==> src/rtl/cattr_pkg.sv <==
package cattr_pkg;
  typedef struct packed {
    logic hide_dark;
    logic hide_light;
    logic blink;
    logic reverse;
  } attr_t;

  typedef enum logic [1:0] {
    CUR_STEADY = 2'd0,
    CUR_HIDDEN = 2'd1,
    CUR_FAST   = 2'd2,
    CUR_SLOW   = 2'd3
  } cur_mode_e;
endpackage

==> src/rtl/cattr_blink_timer.sv <==
module cattr_blink_timer #(
  parameter int FAST_BIT = 4,
  parameter int SLOW_BIT = 5
) (
  input  logic clk_i,
  input  logic rst_ni,
  input  logic tick_i,
  output logic fast_off_o,
  output logic slow_off_o
);
  localparam int CNT_W = ((FAST_BIT > SLOW_BIT) ? FAST_BIT : SLOW_BIT) + 1;

  logic [CNT_W-1:0] cnt_q;

  always_ff @(posedge clk_i or negedge rst_ni) begin
    if (!rst_ni)     cnt_q <= '0;
    else if (tick_i) cnt_q <= cnt_q + CNT_W'(1);
  end

  assign fast_off_o = cnt_q[FAST_BIT];
  assign slow_off_o = cnt_q[SLOW_BIT];

  // counter moves only on a tick, by one
  a_r10_tick_advance: assert property (@(posedge clk_i) disable iff (!rst_ni)
    tick_i |=> cnt_q == $past(cnt_q) + CNT_W'(1));
  a_r10_hold_no_tick: assert property (@(posedge clk_i) disable iff (!rst_ni)
    !tick_i |=> $stable(cnt_q));
endmodule

==> src/rtl/cattr_cursor.sv <==
module cattr_cursor
  import cattr_pkg::*;
#(
  parameter int RASTER_W = 5
) (
  input  logic                on_i,
  input  logic                hit_i,
  input  logic [RASTER_W-1:0] raster_i,
  input  logic [RASTER_W-1:0] top_i,
  input  logic [RASTER_W-1:0] bot_i,
  input  cur_mode_e           mode_i,
  input  logic                fast_off_i,
  input  logic                slow_off_i,
  output logic                vis_o
);
  logic in_window;
  logic phase_ok;

  // an inverted window (top > bot) is empty
  assign in_window = (raster_i >= top_i) && (raster_i <= bot_i);

  always_comb begin
    unique case (mode_i)
      CUR_STEADY: phase_ok = 1'b1;
      CUR_HIDDEN: phase_ok = 1'b0;
      CUR_FAST:   phase_ok = !fast_off_i;
      CUR_SLOW:   phase_ok = !slow_off_i;
      default:    phase_ok = 1'b0;
    endcase
  end

  assign vis_o = on_i && hit_i && in_window && phase_ok;
endmodule

==> src/rtl/cattr_cell_logic.sv <==
module cattr_cell_logic
  import cattr_pkg::*;
#(
  parameter int DOTS = 8
) (
  input  logic [DOTS-1:0]   font_i,
  input  logic [DOTS-1:0]   upper_i,
  input  logic              disp_on_i,
  input  logic              graphic_i,
  input  logic              or_mode_i,
  input  logic              attr_en_i,
  input  logic              blink_en_i,
  input  logic              blink_off_i,
  input  logic              cursor_i,
  output logic [2*DOTS-1:0] word_o,
  output logic              wide_o
);
  attr_t       attr;
  logic        hide_any;
  logic        hide_val;
  logic        blank;
  logic [DOTS-1:0] row;

  assign attr     = (attr_en_i && !or_mode_i) ? attr_t'(upper_i[3:0]) : '0;
  assign hide_any = attr.hide_dark || attr.hide_light;
  assign hide_val = attr.hide_dark;
  assign blank    = attr.blink && blink_en_i && blink_off_i;

  // nondisplay -> blink -> reverse -> cursor, per dot
  for (genvar d = 0; d < DOTS; d++) begin : g_dot
    logic base_dot, s_hide, s_blink, s_rev;
    assign base_dot = or_mode_i ? (font_i[d] | upper_i[d]) : font_i[d];
    assign s_hide   = hide_any ? hide_val : base_dot;
    assign s_blink  = blank ? 1'b0 : s_hide;
    assign s_rev    = s_blink ^ attr.reverse;
    assign row[d]   = disp_on_i & (s_rev ^ cursor_i);
  end

  always_comb begin
    if (graphic_i) word_o = disp_on_i ? {upper_i, font_i} : '0;
    else           word_o = {row, {DOTS{1'b0}}};
  end

  assign wide_o = graphic_i;
endmodule

==> src/rtl/cattr_shifter.sv <==
module cattr_shifter #(
  parameter int WORD_W    = 16,
  parameter int SHORT_LEN = 8
) (
  input  logic              clk_i,
  input  logic              rst_ni,
  input  logic              load_i,
  input  logic              wide_i,
  input  logic [WORD_W-1:0] word_i,
  output logic              pix_o,
  output logic              valid_o
);
  localparam int CNT_W = $clog2(WORD_W);

  logic [WORD_W-1:0] sh_q;
  logic [CNT_W-1:0]  left_q;
  logic              valid_q;

  always_ff @(posedge clk_i or negedge rst_ni) begin
    if (!rst_ni) begin
      sh_q    <= '0;
      left_q  <= '0;
      valid_q <= 1'b0;
    end else if (load_i) begin
      sh_q    <= word_i;
      left_q  <= wide_i ? CNT_W'(WORD_W - 1) : CNT_W'(SHORT_LEN - 1);
      valid_q <= 1'b1;
    end else if (valid_q) begin
      sh_q <= sh_q << 1;
      if (left_q == '0) valid_q <= 1'b0;
      else              left_q  <= left_q - CNT_W'(1);
    end
  end

  assign pix_o   = valid_q & sh_q[WORD_W-1];
  assign valid_o = valid_q;

  a_r2_run_continues: assert property (@(posedge clk_i) disable iff (!rst_ni)
    valid_q && left_q != '0 |=> valid_q);
  a_r2_run_ends: assert property (@(posedge clk_i) disable iff (!rst_ni)
    valid_q && left_q == '0 && !load_i |=> !valid_q);
  a_r12_load_starts: assert property (@(posedge clk_i) disable iff (!rst_ni)
    load_i |=> valid_q);
endmodule

==> src/rtl/cattr_pixel_proc.sv <==
module cattr_pixel_proc
  import cattr_pkg::*;
#(
  parameter int DOTS     = 8,
  parameter int RASTER_W = 5,
  parameter int FAST_BIT = 4,
  parameter int SLOW_BIT = 5
) (
  input  logic                clk_i,
  input  logic                rst_ni,
  input  logic                cell_load_i,
  input  logic [2*DOTS-1:0]   md_i,
  input  logic                disp_on_i,
  input  logic                graphic_i,
  input  logic                or_mode_i,
  input  logic                attr_en_i,
  input  logic                blink_en_i,
  input  logic                frame_tick_i,
  input  logic                cur_on_i,
  input  logic                cur_hit_i,
  input  logic [1:0]          cur_mode_i,
  input  logic [RASTER_W-1:0] cur_top_i,
  input  logic [RASTER_W-1:0] cur_bot_i,
  input  logic [RASTER_W-1:0] raster_i,
  output logic                pix_o,
  output logic                pix_valid_o
);
  localparam int WORD_W = 2 * DOTS;

  logic              fast_off, slow_off;
  logic              cur_vis;
  logic [WORD_W-1:0] word;
  logic              wide;

  cattr_blink_timer #(.FAST_BIT(FAST_BIT), .SLOW_BIT(SLOW_BIT)) i_timer (
    .clk_i      (clk_i),
    .rst_ni     (rst_ni),
    .tick_i     (frame_tick_i),
    .fast_off_o (fast_off),
    .slow_off_o (slow_off)
  );

  cattr_cursor #(.RASTER_W(RASTER_W)) i_cursor (
    .on_i       (cur_on_i),
    .hit_i      (cur_hit_i),
    .raster_i   (raster_i),
    .top_i      (cur_top_i),
    .bot_i      (cur_bot_i),
    .mode_i     (cur_mode_e'(cur_mode_i)),
    .fast_off_i (fast_off),
    .slow_off_i (slow_off),
    .vis_o      (cur_vis)
  );

  cattr_cell_logic #(.DOTS(DOTS)) i_cell (
    .font_i      (md_i[DOTS-1:0]),
    .upper_i     (md_i[WORD_W-1:DOTS]),
    .disp_on_i   (disp_on_i),
    .graphic_i   (graphic_i),
    .or_mode_i   (or_mode_i),
    .attr_en_i   (attr_en_i),
    .blink_en_i  (blink_en_i),
    .blink_off_i (slow_off),
    .cursor_i    (cur_vis),
    .word_o      (word),
    .wide_o      (wide)
  );

  cattr_shifter #(.WORD_W(WORD_W), .SHORT_LEN(DOTS)) i_shift (
    .clk_i   (clk_i),
    .rst_ni  (rst_ni),
    .load_i  (cell_load_i),
    .wide_i  (wide),
    .word_i  (word),
    .pix_o   (pix_o),
    .valid_o (pix_valid_o)
  );

  a_r11_off_light: assert property (@(posedge clk_i) disable iff (!rst_ni)
    cell_load_i && !disp_on_i |=> !pix_o);
  a_r3_graphic_lead: assert property (@(posedge clk_i) disable iff (!rst_ni)
    cell_load_i && graphic_i && disp_on_i |=> pix_o == $past(md_i[WORD_W-1]));
  a_r9_cursor_window: assert property (@(posedge clk_i) disable iff (!rst_ni)
    cur_vis |-> cur_on_i && cur_hit_i && raster_i >= cur_top_i && raster_i <= cur_bot_i);
endmodule

==> config.mk <==
export PLATFORM = sky130hd
export DESIGN_NAME = cattr_pixel_proc
export DESIGN_NICKNAME = d
export VERILOG_FILES = /design/src/rtl/cattr_pkg.sv /design/src/rtl/cattr_blink_timer.sv /design/src/rtl/cattr_cursor.sv /design/src/rtl/cattr_cell_logic.sv /design/src/rtl/cattr_shifter.sv /design/src/rtl/cattr_pixel_proc.sv
export SDC_FILE = /design/constraint.sdc
export NUM_CORES = 1
export LEC_CHECK = 0
export ABC_AREA = 1
export CORE_UTILIZATION = 35
export DETAILED_ROUTE_END_ITERATION = 8
export DONT_BUFFER_PORTS = 1
export PLACE_DENSITY = 0.49
export SLEW_MARGIN = 20
export SYNTH_ARGS = -nofsm -noshare
export SYNTH_HDL_FRONTEND = slang
export SYNTH_SLANG_ARGS = --single-unit
==> constraint.sdc <==
create_clock -name clk_i -period 1.45 [get_ports clk_i]
set_clock_uncertainty 0.15 [all_clocks]
set_input_delay 0 -clock clk_i [delete_from_list [all_inputs] [get_ports clk_i]]
set_output_delay 0 -clock clk_i [all_outputs]
set_load 0.1 [all_outputs]
# --- Yosys cells after proc, flatten, opt, wreduce, memory -nomap -nowiden ---
# Index checks and enable logic that the tools add are counted.
# W data, S select, Z words.
totals:
  register_bits: 27
  output_inout_bits: 2
classes:
  add_sub_neg: 2
  magnitude_cmp: 2
  n_eq_ne: 4
  mux: 37
  n_bitwise: 33
  n_reduce_logical: 15
ops:
  columns: ["op", "n"]
  rows:
  - ["$mux W16", 4]
  - ["$mux W1", 27]
  - ["$mux W4", 5]
  - ["$xor A1 B1 Y1", 16]
  - ["$and A1 B1 Y1", 9]
  - ["$or A1 B1 Y1", 8]
  - ["$logic_and A1 B1 Y1", 7]
  - ["$add A6 B1 Y6 const B", 1]
  - ["$ge A5 B5 Y1", 1]
  - ["$le A5 B5 Y1", 1]
  - ["$eq A2 B2 Y1 const B", 2]
  - ["$logic_not A4 Y1", 1]
  - ["$pmux W1 S4", 1]
  - ["$sub A4 B1 Y4 const B", 1]
  - ["$logic_not A1 Y1", 3]
  - ["$eq A2 B1 Y1 const B", 1]
  - ["$logic_not A2 Y1", 1]
  - ["$ne A2 B2 Y1 const B", 1]
  - ["$reduce_and A2 Y1", 1]
  - ["$reduce_bool A2 Y1", 1]
  - ["$logic_or A1 B1 Y1", 1]

# --- Depth between registers and ports, before layout ---
# Gate-level depths: netlist of the first run.
depth:
  depth_word: 11
  depth_mapped: 13
  ltp_nobuf: 13

# --- Modules after synthesis ---
# Synthesis of the first run repeated with hierarchy kept, for this count alone.
hier_totals:
  cells_unflattened: 325
  hier_area_um2: 2132.0
by_module_without_submodules:
  columns: ["module", "instances", "cells_per_inst", "area_each_um2", "seq_area_each_um2"]
  rows:
  - ["cattr_shifter", 1, 123, 987.2, 525.5]
  - ["cattr_cell_logic", 1, 117, 559.3, 0.0]
  - ["cattr_cursor", 1, 53, 297.8, 0.0]
  - ["cattr_blink_timer", 1, 32, 287.8, 150.1]

# --- Worst setup path before layout of the first run ---
# No wires, ideal clock.
synth_path:
  path_type: "register -> register"
  startpoint: "reg i_shift.valid_q, in the netlist i_shift.valid_o"
  endpoint: "reg i_shift.left_q[0]"
  arrival_ps: 1679
  setup_slack_ps: -462
  stages_incl_launch_ff: 5
  path_buffers: 0
  synth_period_minus_slack_ps: 1912
  path_cell_list: "dfrtp_1 nor2_1 a31oi_2 o21ai_0 o21ai_0"
synth_via:
  elab_chain_cells: 2
synth_rtl:
  columns: ["item", "line", "text"]
  rows:
  - ["start, declared", "cattr_shifter.sv:17", "logic valid_q;"]
  - ["start signal, assigned", "cattr_shifter.sv:23", "valid_q <= 1'b0;"]
  - ["start signal, assigned", "cattr_shifter.sv:27", "valid_q <= 1'b1;"]
  - ["start signal, assigned", "cattr_shifter.sv:30", "if (left_q == '0) valid_q <= 1'b0;"]
  - ["$reduce_bool A2 Y1 (no line)", null, null]
  - ["$reduce_and A2 Y1 (no line)", null, null]
  - ["end signal, assigned", "cattr_shifter.sv:26", "left_q <= wide_i ? CNT_W'(WORD_W - 1) : CNT_W'(SHORT_LEN - 1);"]
  - ["end signal, assigned", "cattr_shifter.sv:31", "else left_q <= left_q - CNT_W'(1);"]
  - ["end, declared", "cattr_shifter.sv:16", "logic [CNT_W-1:0] left_q;"]
# Every way passes these cells.
# A chain may end at the register's enable or synchronous reset.

# --- Final worst setup path of the first run ---
layout_path:
  startpoint: "reg i_timer.cnt_q[5]"
  endpoint: "reg i_shift.sh_q[15]"
layout_via:
  elab_chain_cells: 7
  elab_cells_between_ends: 10
  classes_between: "4 x mux; 3 x bitwise; 3 x reduce/logical"
layout_rtl:
  columns: ["item", "line", "text"]
  rows:
  - ["start, declared", "cattr_blink_timer.sv:13", "logic [CNT_W-1:0] cnt_q;"]
  - ["start signal, assigned", "cattr_blink_timer.sv:17", "else if (tick_i) cnt_q <= cnt_q + CNT_W'(1);"]
  - ["$logic_not A1 Y1 / $logic_and A1 B1 Y1 (equally long branches)", "cattr_cursor.sv:27, cattr_cell_logic.sv:27", null]
  - ["$pmux W1 S4 / $mux W1 (equally long branches)", "cattr_cursor.sv:23, cattr_cell_logic.sv:34", null]
  - ["$logic_and A1 B1 Y1 / $xor A1 B1 Y1 (equally long branches)", "cattr_cursor.sv:32, cattr_cell_logic.sv:35", null]
  - ["$xor A1 B1 Y1 *", "cattr_cell_logic.sv:36", "assign row[d] = disp_on_i & (s_rev ^ cursor_i);"]
  - ["$and A1 B1 Y1 *", "cattr_cell_logic.sv:36", null]
  - ["$mux W16 *", "cattr_cell_logic.sv:40", "if (graphic_i) word_o = disp_on_i ? {upper_i, font_i} : '0;"]
  - ["$mux W16 *", "cattr_shifter.sv:24", "end else if (load_i) begin"]
  - ["end signal, assigned", "cattr_shifter.sv:25", "sh_q <= word_i;"]
  - ["end signal, assigned", "cattr_shifter.sv:29", "sh_q <= sh_q << 1;"]
  - ["end, declared", "cattr_shifter.sv:15", "logic [WORD_W-1:0] sh_q;"]
# Mark *: on every way between the ends. The rest lies on a longest branch, timed or not.

==> impl_metrics.yaml, run 1 <==
outcome:
  outcome: "finished with violations"
  violations: "hold timing, setup timing"
setup_path:
  cp_common_cell: "nand2_2"
  r2r_start: "i_timer.cnt_q[5]$_DFFE_PN0P_"
  critPathSlowestCell: "dfrtp_1"
  required_ns: 1.53
  worstPathArrival_ns: 1.59
  r2r_setup_slack_ns: -0.06
  crit_path_start_kind: "flop"
  critPathKind: "flop to flop"
  rr_endpoint: "i_shift.sh_q[15]$_DFFE_PN0P_"
  slowest_delay_ns: 0.41
  path_max_fanout: 8
  r2r_cells: 9
  crit_chain: "inv_2 > nand2_2 > nand2_2 > nand3_4 > a21oi_4 > nand3_2 > nand3_2 > nand2_2 > a21oi_2"
  end_kind: "flop"
yosys:
  synth_top_area_share_pct: 32.7
  yosysUniqueCellTypes: 30
  synthCells: 292
  synthesis.area_mm2: 0.00206
  syn_avg_cell_area_um2: 7.07
  synth-seq-area-share_pct: 32.7
  synth_seq_cells: 27
  yosys-top-cells-area: "dfrtp_1 (33%), nand2_1 (15%), ha_1 (7.3%)"
  syn_nets: 348
  ys_warn_count: 0
  synth_area_leader_cell: "dfrtp_1"
power_and_ir_drop:
  internal-power_uw: 1410
  power_frac_seq_pct: 44.8
  peakVddDrop_v: 0.000575
  power_density_mw_per_mm2: 836
  p_clk_share_pct: 22.0
  power_frac_comb_pct: 33.3
  p_leak_uw: 0.00131
  p_switching_uw: 774
  swShare_pct: 35.4
placement:
  gp_congestion: 0.876
  port_buffers: 0
  dp_hpwl_mm: 3.83
  dpl_worst_slack_ns: -0.0754
  placed_area_mm2: 0.00220
clock_network:
  clkLatencyLatePin_ns: 0.29
  clockRootBuffer: "clkbuf_8"
  cts_sinks: 27
  cts_tree: "done"
  clockBufferDepth: 2
  h-tree-depth: 1
  cts_buffers: 3
  clk_pin_slew_ns: 0.11
floorplan:
  row_count: 27
  die_area_mm2: 0.00621
  die_x_um: 78.8
  die_h_um: 78.8
  initial_utilization_pct: 36.8
  coreArea_mm2: 0.00561
  ioPinCount: 46
finish:
  fin_nets: 381
  post-route-util_pct: 46.6
  final_common_cell: "nand2_1"
  n_antenna_cell: 0
  drive_above_1_share_pct: 17.3
  syn2layout_area_growth_pct: 26.7
  fillers: 602
  final_area_mm2: 0.00262
  layout_common_cells: "nand2_1 (76), inv_1 (33), dfrtp_1 (26)"
global_route:
  busiest_layer: "met2"
  use_met3_pct: 3.56
  grt_overflow: 0
  grt_max_degree: 28
  grt_usage_pct: 18.2
  grt_pass1_vias: 1936
  gr-usage-met2_pct: 31.2
  use_met1_pct: 22.8
  grt_pass1_wl_mm: 8.89
  antenna_found_initial: 0
detailed_routing:
  antenna_left: 0
  drt_wl_total_mm: 5.33
  route.detailed.drc: 0
  vias_per_cell: 5.03
  avgRoutedWirePerCell_um: 13.5
  route.vias.total: 1993
  first_pass_iters: 4
  drt_iter0_drc: 93
sta:
  fmaxAchievable_mhz: 663
  rsz0062_at_grt: "true"
  finalHoldViolCount: 1
  fin_ws_ns: -0.0586
  hold_slack_ns: -0.0166
  setup_viol: 8
  tightestPinTransition_ns: 0.478
  slew_viol_final: 0
  post-route-period-util_pct: 104
  finalCriticalPeriod_ns: 1.51
  slew_headroom_pct: 68.1
min_path:
  hp-class: "input port to flop"
  worstHoldStart: "cur_mode_i[0]"
  holdPathStages: 7
  min_to: "i_shift.sh_q[14]$_DFFE_PN0P_"
job:
  max_cap_violations: 0
synthesized netlist by cell type:
cell type  instances
a21oi_1           14
a21oi_2            8
a21oi_4            1
a31oi_1            2
a31oi_2            1
a32o_1             1
a32oi_1            6
buf_2              1
buf_4              1
buf_6              2
clkbuf_1           2
clkinv_1           1
clkinv_2           1
dfrtp_1           27
ha_1              12
inv_1             37
inv_2              2
mux2_2             1
nand2_1           83
nand2_4            3
nand3_1           29
nand3_2            1
nand3b_1           1
nand4_1            1
nor2_1            27
nor2_8             1
o21ai_0           20
o22ai_1            1
xnor2_1            1
xor2_1             4
critical path: cells and delay by family (launching register included):
family                 cells  cell delay, ns
AND/OR/NAND/NOR            6            0.47
buffers and inverters      1            0.07
flip-flops                 1            0.41
AO/OA/AOI/OAI              2            0.36
registers in the layout, summed over array words and instances (netlist names):
signal and flops:
i_shift.sh_q 16, i_shift.left_q 4, i_shift.valid_o 1, i_timer.cnt_q 6
final cells by class:
class,instances,area [µm²],share of cell area (%)
Multi-Input combinational cell,219,1300,49.6
Sequential cell,27,679,26.0
Timing Repair Buffer,33,340,13.0
Inverter,41,160,6.12
Tap cell,72,90.1,3.44
Clock buffer,3,41.3,1.58
Clock inverter,1,7.51,0.287
worst max path at each step:
stage | from | end | slack [ns] | cells past startpoint
after floorplan | i_shift.valid_o$_DFF_PN0_ | i_shift.sh_q[10]$_DFFE_PN0P_ | 0.004 | 4
after global placement | i_timer.cnt_q[5]$_DFFE_PN0P_ | i_shift.sh_q[15]$_DFFE_PN0P_ | -0.06 | 10
after detailed placement | i_timer.cnt_q[5]$_DFFE_PN0P_ | i_shift.sh_q[10]$_DFFE_PN0P_ | -0.08 | 10
after CTS | i_timer.cnt_q[5]$_DFFE_PN0P_ | i_shift.sh_q[14]$_DFFE_PN0P_ | -0.05 | 11
after global routing | i_timer.cnt_q[5]$_DFFE_PN0P_ | i_shift.sh_q[13]$_DFFE_PN0P_ | -0.18 | 9
final | i_timer.cnt_q[5]$_DFFE_PN0P_ | i_shift.sh_q[15]$_DFFE_PN0P_ | -0.06 | 9
power by group through the flow:
stage               combinational [µW]  clock, µW  sequential [µW]
finish                             727        481              979
global route                       828        515              999
CTS                                676        491              977
detailed placement                 600          0              990
global placement                   593          0              990
floorplan                          461          0              976
metal layers:
| metal | part of all wire, % | wire (µm) | up-vias |
|---|---|---|---|
| met5 | 0 | 0 | - |
| li1 | - | - | 1019 |
| met4 | 1.8 | 98 | 0 |
| met3 | 4.6 | 245 | 7 |
| met1 | 47 | 2510 | 928 |
| met2 | 46 | 2480 | 39 |
stage by stage:
stage | std cells | power (µW) | setup TNS, ns
5_1_grt | 396 | 2340 | -1.30
3_3_place_gp | 367 | 1580 | -0.359
3_5_place_dp | 367 | 1590 | -0.542
2_1_floorplan | 292 | 1440 | 0
6_report | 396 | 2190 | -0.330
4_1_cts | 387 | 2140 | -0.327
cells by family after synthesis:
family                     Yosys count  share of synthesized area [%]
and+or+nand+nor                    146                           30.8
AOI/OAI and AO/OA                   54                           17.0
buffers and inverters               47                           9.58
DFF                                 27                           32.7
adders and majority gates           12                           7.27
xor gates and xnor gates             5                           2.12
muxes                                1                          0.545
what timing repair did:
action                                 4_1_cts  5_1_grt
hold buffers                                15        8
endpoints found under the hold margin       54        7
setup endpoints to repair                   13       14
setup buffers                                0        1
pin swaps                                    4        9
cloned                                       1        0
resized for setup                            9       24
No activity file was read; power rests on OpenSTA's default activity.
==> inputs of run 2 (changes only) <==
--- a/config.mk
+++ b/config.mk
@@ -10,6 +10,7 @@
 export DETAILED_ROUTE_END_ITERATION = 8
 export DONT_BUFFER_PORTS = 1
 export PLACE_DENSITY = 0.49
+export RECOVER_POWER = 25
 export SLEW_MARGIN = 20
 export SYNTH_ARGS = -nofsm -noshare
 export SYNTH_HDL_FRONTEND = slang
==> impl_metrics.yaml, run 2 (synthesis results as in run 1) <==
outcome:
  outcome: "finished with violations"
  violations: "hold timing, setup timing"
finish:
  seq_area_um2: 679
  top_regs: "i_shift.sh_q (16), i_timer.cnt_q (6), i_shift.left_q (4)"
  largest-register: "i_shift.sh_q"
  final_cells: 396
  largest_reg_flops: 16
  final_area_mm2: 0.00260
  fin_nets: 381
  n_antenna_cell: 0
  multi_input_area_mm2: 0.00130
  final_common_cell: "nand2_1"
  drive_above_1_share_pct: 17.3
  syn2layout_area_growth_pct: 26.1
  layout_common_cells: "nand2_1 (76), inv_1 (33), dfrtp_1 (26)"
  fillers: 604
setup_path:
  path_max_fanout: 8
  crit_path_start_kind: "flop"
  end_kind: "flop"
  worstPathArrival_ns: 1.59
  cp-startpoint: "i_timer.cnt_q[5]$_DFFE_PN0P_"
  critPathKind: "flop to flop"
  r2r_start: "i_timer.cnt_q[5]$_DFFE_PN0P_"
  required_ns: 1.53
power_and_ir_drop:
  power.total_uw: 2180
  p_leak_uw: 0.00131
  p_clk_share_pct: 22.1
  p_switching_uw: 773
  power_density_mw_per_mm2: 838
  peakVddDrop_v: 0.000575
  swShare_pct: 35.4
  internal-power_uw: 1410
  power_frac_seq_pct: 44.8
  power_frac_comb_pct: 33.1
global_route:
  grt_max_degree: 28
  grt_overflow: 0
  grt_pass1_vias: 1936
  grt_usage_pct: 18.2
  antenna_found_initial: 0
  grt_pass1_wl_mm: 8.89
floorplan:
  coreArea_mm2: 0.00561
  die_h_um: 78.8
  ioPinCount: 46
  row_count: 27
  die_area_mm2: 0.00621
  die_x_um: 78.8
  initial_utilization_pct: 36.8
sta:
  slew_viol_final: 0
  setup_viol: 8
  fmaxAchievable_mhz: 663
  slew_headroom_pct: 68.1
  finalSetupTns_ns: -0.332
  rsz0062_at_grt: "true"
  post-route-period-util_pct: 104
  finalCriticalPeriod_ns: 1.51
  hold_slack_ns: -0.0168
  finalHoldViolCount: 1
  tightestPinTransition_ns: 0.478
  fin_ws_ns: -0.0588
min_path:
  hp-class: "input port to flop"
  worstHoldStart: "cur_mode_i[0]"
clock_network:
  cts_tree: "done"
  clockBufferDepth: 2
  clkLatencyLatePin_ns: 0.29
  clk_pin_slew_ns: 0.11
  cts_sinks: 27
  h-tree-depth: 1
  cts_buffers: 3
  clockRootBuffer: "clkbuf_8"
placement:
  placed_area_mm2: 0.00220
  dp.cells: 367
  dp_hpwl_mm: 3.83
  gp_congestion: 0.876
  port_buffers: 0
detailed_routing:
  first_pass_iters: 4
  drt_wl_total_mm: 5.33
  antenna_left: 0
  route.vias.total: 1991
  avgRoutedWirePerCell_um: 13.5
  drt_iter0_drc: 93
  vias_per_cell: 5.03
  route.detailed.drc: 0
job:
  max_cap_violations: 0
[run 2: per-layer routing]
metal  up-vias  wire [µm]  global-route usage [%]  part of all wire, %
li1       1019          -                       -                    -
met1       926       2510                    22.8                   47
met2        39       2470                    31.2                   46
met3         7        244                    3.56                  4.6
met4         0        100                    6.11                  1.9
met5         -          0                       0                    0
[run 2: worst paths after layout]
check                                               end  slack, ns  depth (start not counted)
hold reg to reg             i_shift.sh_q[7]$_DFFE_PN0P_       0.35                          2
min in group asynchronous  i_shift.sh_q[12]$_DFFE_PN0P_       0.57                          3
setup reg to reg           i_shift.sh_q[15]$_DFFE_PN0P_      -0.06                          9
setup / recovery           i_shift.sh_q[15]$_DFFE_PN0P_      -0.06                          9
hold / removal             i_shift.sh_q[14]$_DFFE_PN0P_      -0.02                          7
max in group asynchronous     i_shift.valid_o$_DFF_PN0_       0.25                          3
[run 2: power by group through the flow]
stage	logic [µW]	clock network, µW	registers (µW)
after floorplan	461	0	976
after global placement	593	0	990
after detailed placement	600	0	990
after CTS	676	491	977
after global routing	823	515	999
final	722	481	978
[run 2: layout make-up]
| type | count | area share [%] |
|---|---|---|
| Multi-Input combinational cell | 219 | 49.8 |
| Sequential cell | 27 | 26.1 |
| Timing Repair Buffer | 33 | 12.6 |
| Inverter | 41 | 6.15 |
| Tap cell | 72 | 3.46 |
| Clock buffer | 3 | 1.59 |
| Clock inverter | 1 | 0.288 |
[run 2: metrics by stage]
step / worst slack, ns / utilization, %
finish: -0.0588 / 46.4
global route: -0.177 / 46.4
CTS: -0.0499 / 43.8
detailed placement: -0.0754 / 39.2
global placement: -0.0595 / 39.2
floorplan: 0.00403 / -
[run 2: repair_timing]
action                                  4_1_cts  5_1_grt
endpoints found under the hold margin        54        7
gates resized for setup                       9       24
pin swaps                                     4        9
endpoints found under the setup margin       13       14
cloned                                        1        0
buffers inserted                              0        1
hold buffers                                 15        8
[run 2: critical path: stages, from the launching register on]
cell and delay (ns):
dfrtp_1 0.41, inv_2 0.07, nand2_2 0.05, nand2_2 0.07, nand3_4 0.07, a21oi_4 0.24
nand3_2 0.11, nand3_2 0.09, nand2_2 0.07, a21oi_2 0.12
==> inputs of run 3 (changes only) <==
--- a/config.mk
+++ b/config.mk
@@ -11,6 +11,7 @@
 export DONT_BUFFER_PORTS = 1
 export PLACE_DENSITY = 0.49
 export RECOVER_POWER = 25
+export REMOVE_ABC_BUFFERS = 1
 export SLEW_MARGIN = 20
 export SYNTH_ARGS = -nofsm -noshare
 export SYNTH_HDL_FRONTEND = slang
==> impl_metrics.yaml, run 3 (synthesis results as in run 1) <==
power_and_ir_drop:
  power_density_mw_per_mm2: 846
  p_clk_share_pct: 21.5
  internal-power_uw: 1410
  power.total_uw: 2170
  p_leak_uw: 0.00129
  power_frac_comb_pct: 33.4
  power_frac_seq_pct: 45.1
  peakVddDrop_v: 0.000599
  p_switching_uw: 763
  swShare_pct: 35.1
detailed_routing:
  vias_per_cell: 4.94
  first_pass_iters: 4
  drt_iter0_drc: 91
  antenna_left: 0
  avgRoutedWirePerCell_um: 13.1
  drt_wl_total_mm: 5.11
  route.vias.total: 1930
  route.detailed.drc: 0
min_path:
  hp-class: "input port to flop"
  worstHoldStart: "graphic_i"
  holdPathStages: 1
  min_to: "i_shift.sh_q[0]$_DFFE_PN0P_"
clock_network:
  clockRootBuffer: "clkbuf_8"
  h-tree-depth: 1
  cts_tree: "done"
  cts_sinks: 27
  cts_hold_buf: 15
  clockBufferDepth: 2
  clkLatencyLatePin_ns: 0.28
  cts_buffers: 3
  clk_pin_slew_ns: 0.10
finish:
  fin_nets: 376
  n_antenna_cell: 0
  largest-register: "i_shift.sh_q"
  layout_common_cells: "nand2_1 (74), inv_1 (33), dfrtp_1 (27)"
  final_common_cell: "nand2_1"
  drive_above_1_share_pct: 21.0
  final_area_mm2: 0.00257
  syn2layout_area_growth_pct: 24.4
  largest_reg_flops: 16
  top_regs: "i_shift.sh_q (16), i_timer.cnt_q (6), i_shift.left_q (4)"
  fillers: 602
placement:
  port_buffers: 0
  dpl_worst_slack_ns: -0.0509
  placed_area_mm2: 0.00218
  gp_congestion: 0.761
  dp_hpwl_mm: 3.62
setup_path:
  crit_buf_inv: 2
  r2r_start: "i_timer.cnt_q[5]$_DFFE_PN0P_"
  r2r_setup_slack_ns: -0.04
  r2r_cells: 10
  crit_family: "flip-flops"
  critPathKind: "flop to flop"
  critPathSlowestCell: "dfrtp_1"
  slowest_delay_ns: 0.41
  required_ns: 1.52
  crit_path_start_kind: "flop"
  path_max_fanout: 8
  rr_endpoint: "i_shift.sh_q[10]$_DFFE_PN0P_"
  cp_common_cell: "nand2_1"
  worstPathArrival_ns: 1.56
  end_kind: "flop"
  crit_chain: "inv_2 > nand2_1 > nand2_1 > nand3_2 > a21oi_4 > buf_12 > nand3_1 > nand3_1 > nand2_1 > a21oi_2"
floorplan:
  die_area_mm2: 0.00621
  die_x_um: 78.8
  coreArea_mm2: 0.00561
  initial_utilization_pct: 36.8
  row_count: 27
  die_h_um: 78.8
  ioPinCount: 46
sta:
  post-route-period-util_pct: 102
  fmaxAchievable_mhz: 673
  finalSetupTns_ns: -0.195
  hold_slack_ns: -0.260
  fin_ws_ns: -0.0354
  slew_viol_final: 0
  rsz0062_at_grt: "true"
  finalHoldViolCount: 7
  finalCriticalPeriod_ns: 1.49
  setup_viol: 8
  slew_headroom_pct: 65.1
  tightestPinTransition_ns: 0.524
global_route:
  antenna_found_initial: 0
  grt_max_degree: 28
  grt_overflow: 0
  grt_pass1_wl_mm: 8.73
  grt_usage_pct: 17.9
  grt_pass1_vias: 1879
outcome:
  outcome: "finished with violations"
  violations: "hold timing, setup timing"
job:
  max_cap_violations: 0
## run 3: timing repair
| action | CTS | global route |
|---|---|---|
| cloned | 1 | 0 |
| buffers inserted | 1 | 4 |
| pin swaps | 3 | 12 |
| hold endpoints to repair | 54 | 7 |
| resized for setup | 7 | 34 |
| endpoints found under the setup margin | 13 | 13 |
## run 3: power by group through the flow
stage / logic (µW) / registers, µW / clock network, µW
6_report: 726 / 980 / 467
3_3_place_gp: 580 / 990 / 0
4_1_cts: 683 / 977 / 492
2_1_floorplan: 444 / 975 / 0
3_5_place_dp: 590 / 990 / 0
5_1_grt: 835 / 1000 / 500
## run 3: per-stage QoR
stage,util [%],std cells
2_1_floorplan,-,286
3_3_place_gp,39.0,366
3_5_place_dp,39.0,366
4_1_cts,43.5,387
5_1_grt,45.8,391
6_report,45.8,391
## run 3: layer usage
metal / track usage, % / share of wire (%) / up-vias
met4: 6.30 / 0.78 / 0
met1: 22.5 / 47 / 891
li1: - / - / 1007
met2: 30.1 / 48 / 30
met3: 3.68 / 5.0 / 2
met5: 0 / 0 / -
## run 3: worst max path at each step
stage / from / endpoint / slack, ns / depth (start not counted)
2_1_floorplan: i_shift.valid_o$_DFF_PN0_ / i_shift.sh_q[10]$_DFFE_PN0P_ / -0.81 / 4
3_3_place_gp: i_timer.cnt_q[5]$_DFFE_PN0P_ / i_shift.sh_q[15]$_DFFE_PN0P_ / -0.04 / 10
3_5_place_dp: i_timer.cnt_q[5]$_DFFE_PN0P_ / i_shift.sh_q[8]$_DFFE_PN0P_ / -0.05 / 10
4_1_cts: i_timer.cnt_q[5]$_DFFE_PN0P_ / i_shift.sh_q[12]$_DFFE_PN0P_ / -0.003 / 9
5_1_grt: i_timer.cnt_q[5]$_DFFE_PN0P_ / i_shift.sh_q[15]$_DFFE_PN0P_ / -0.13 / 10
6_report: i_timer.cnt_q[5]$_DFFE_PN0P_ / i_shift.sh_q[10]$_DFFE_PN0P_ / -0.04 / 10
## run 3: worst reg2reg max path, delay by kind of cell, from the launching register on
family / cells / cell delay (ns)
AO/OA/AOI/OAI: 2 / 0.25
flip-flops: 1 / 0.41
AND/OR/NAND/NOR: 6 / 0.40
buffers and inverters: 2 / 0.20
## run 3: layout make-up
cell class / count / area (µm²) / share of cell area [%]
clock buffer: 3 / 41.3 / 1.61
clock inverter: 1 / 5.00 / 0.195
inverter: 41 / 159 / 6.19
multi-input combinational: 219 / 1330 / 51.7
sequential: 27 / 676 / 26.3
tap: 72 / 90.1 / 3.51
timing repair buffer: 28 / 270 / 10.5
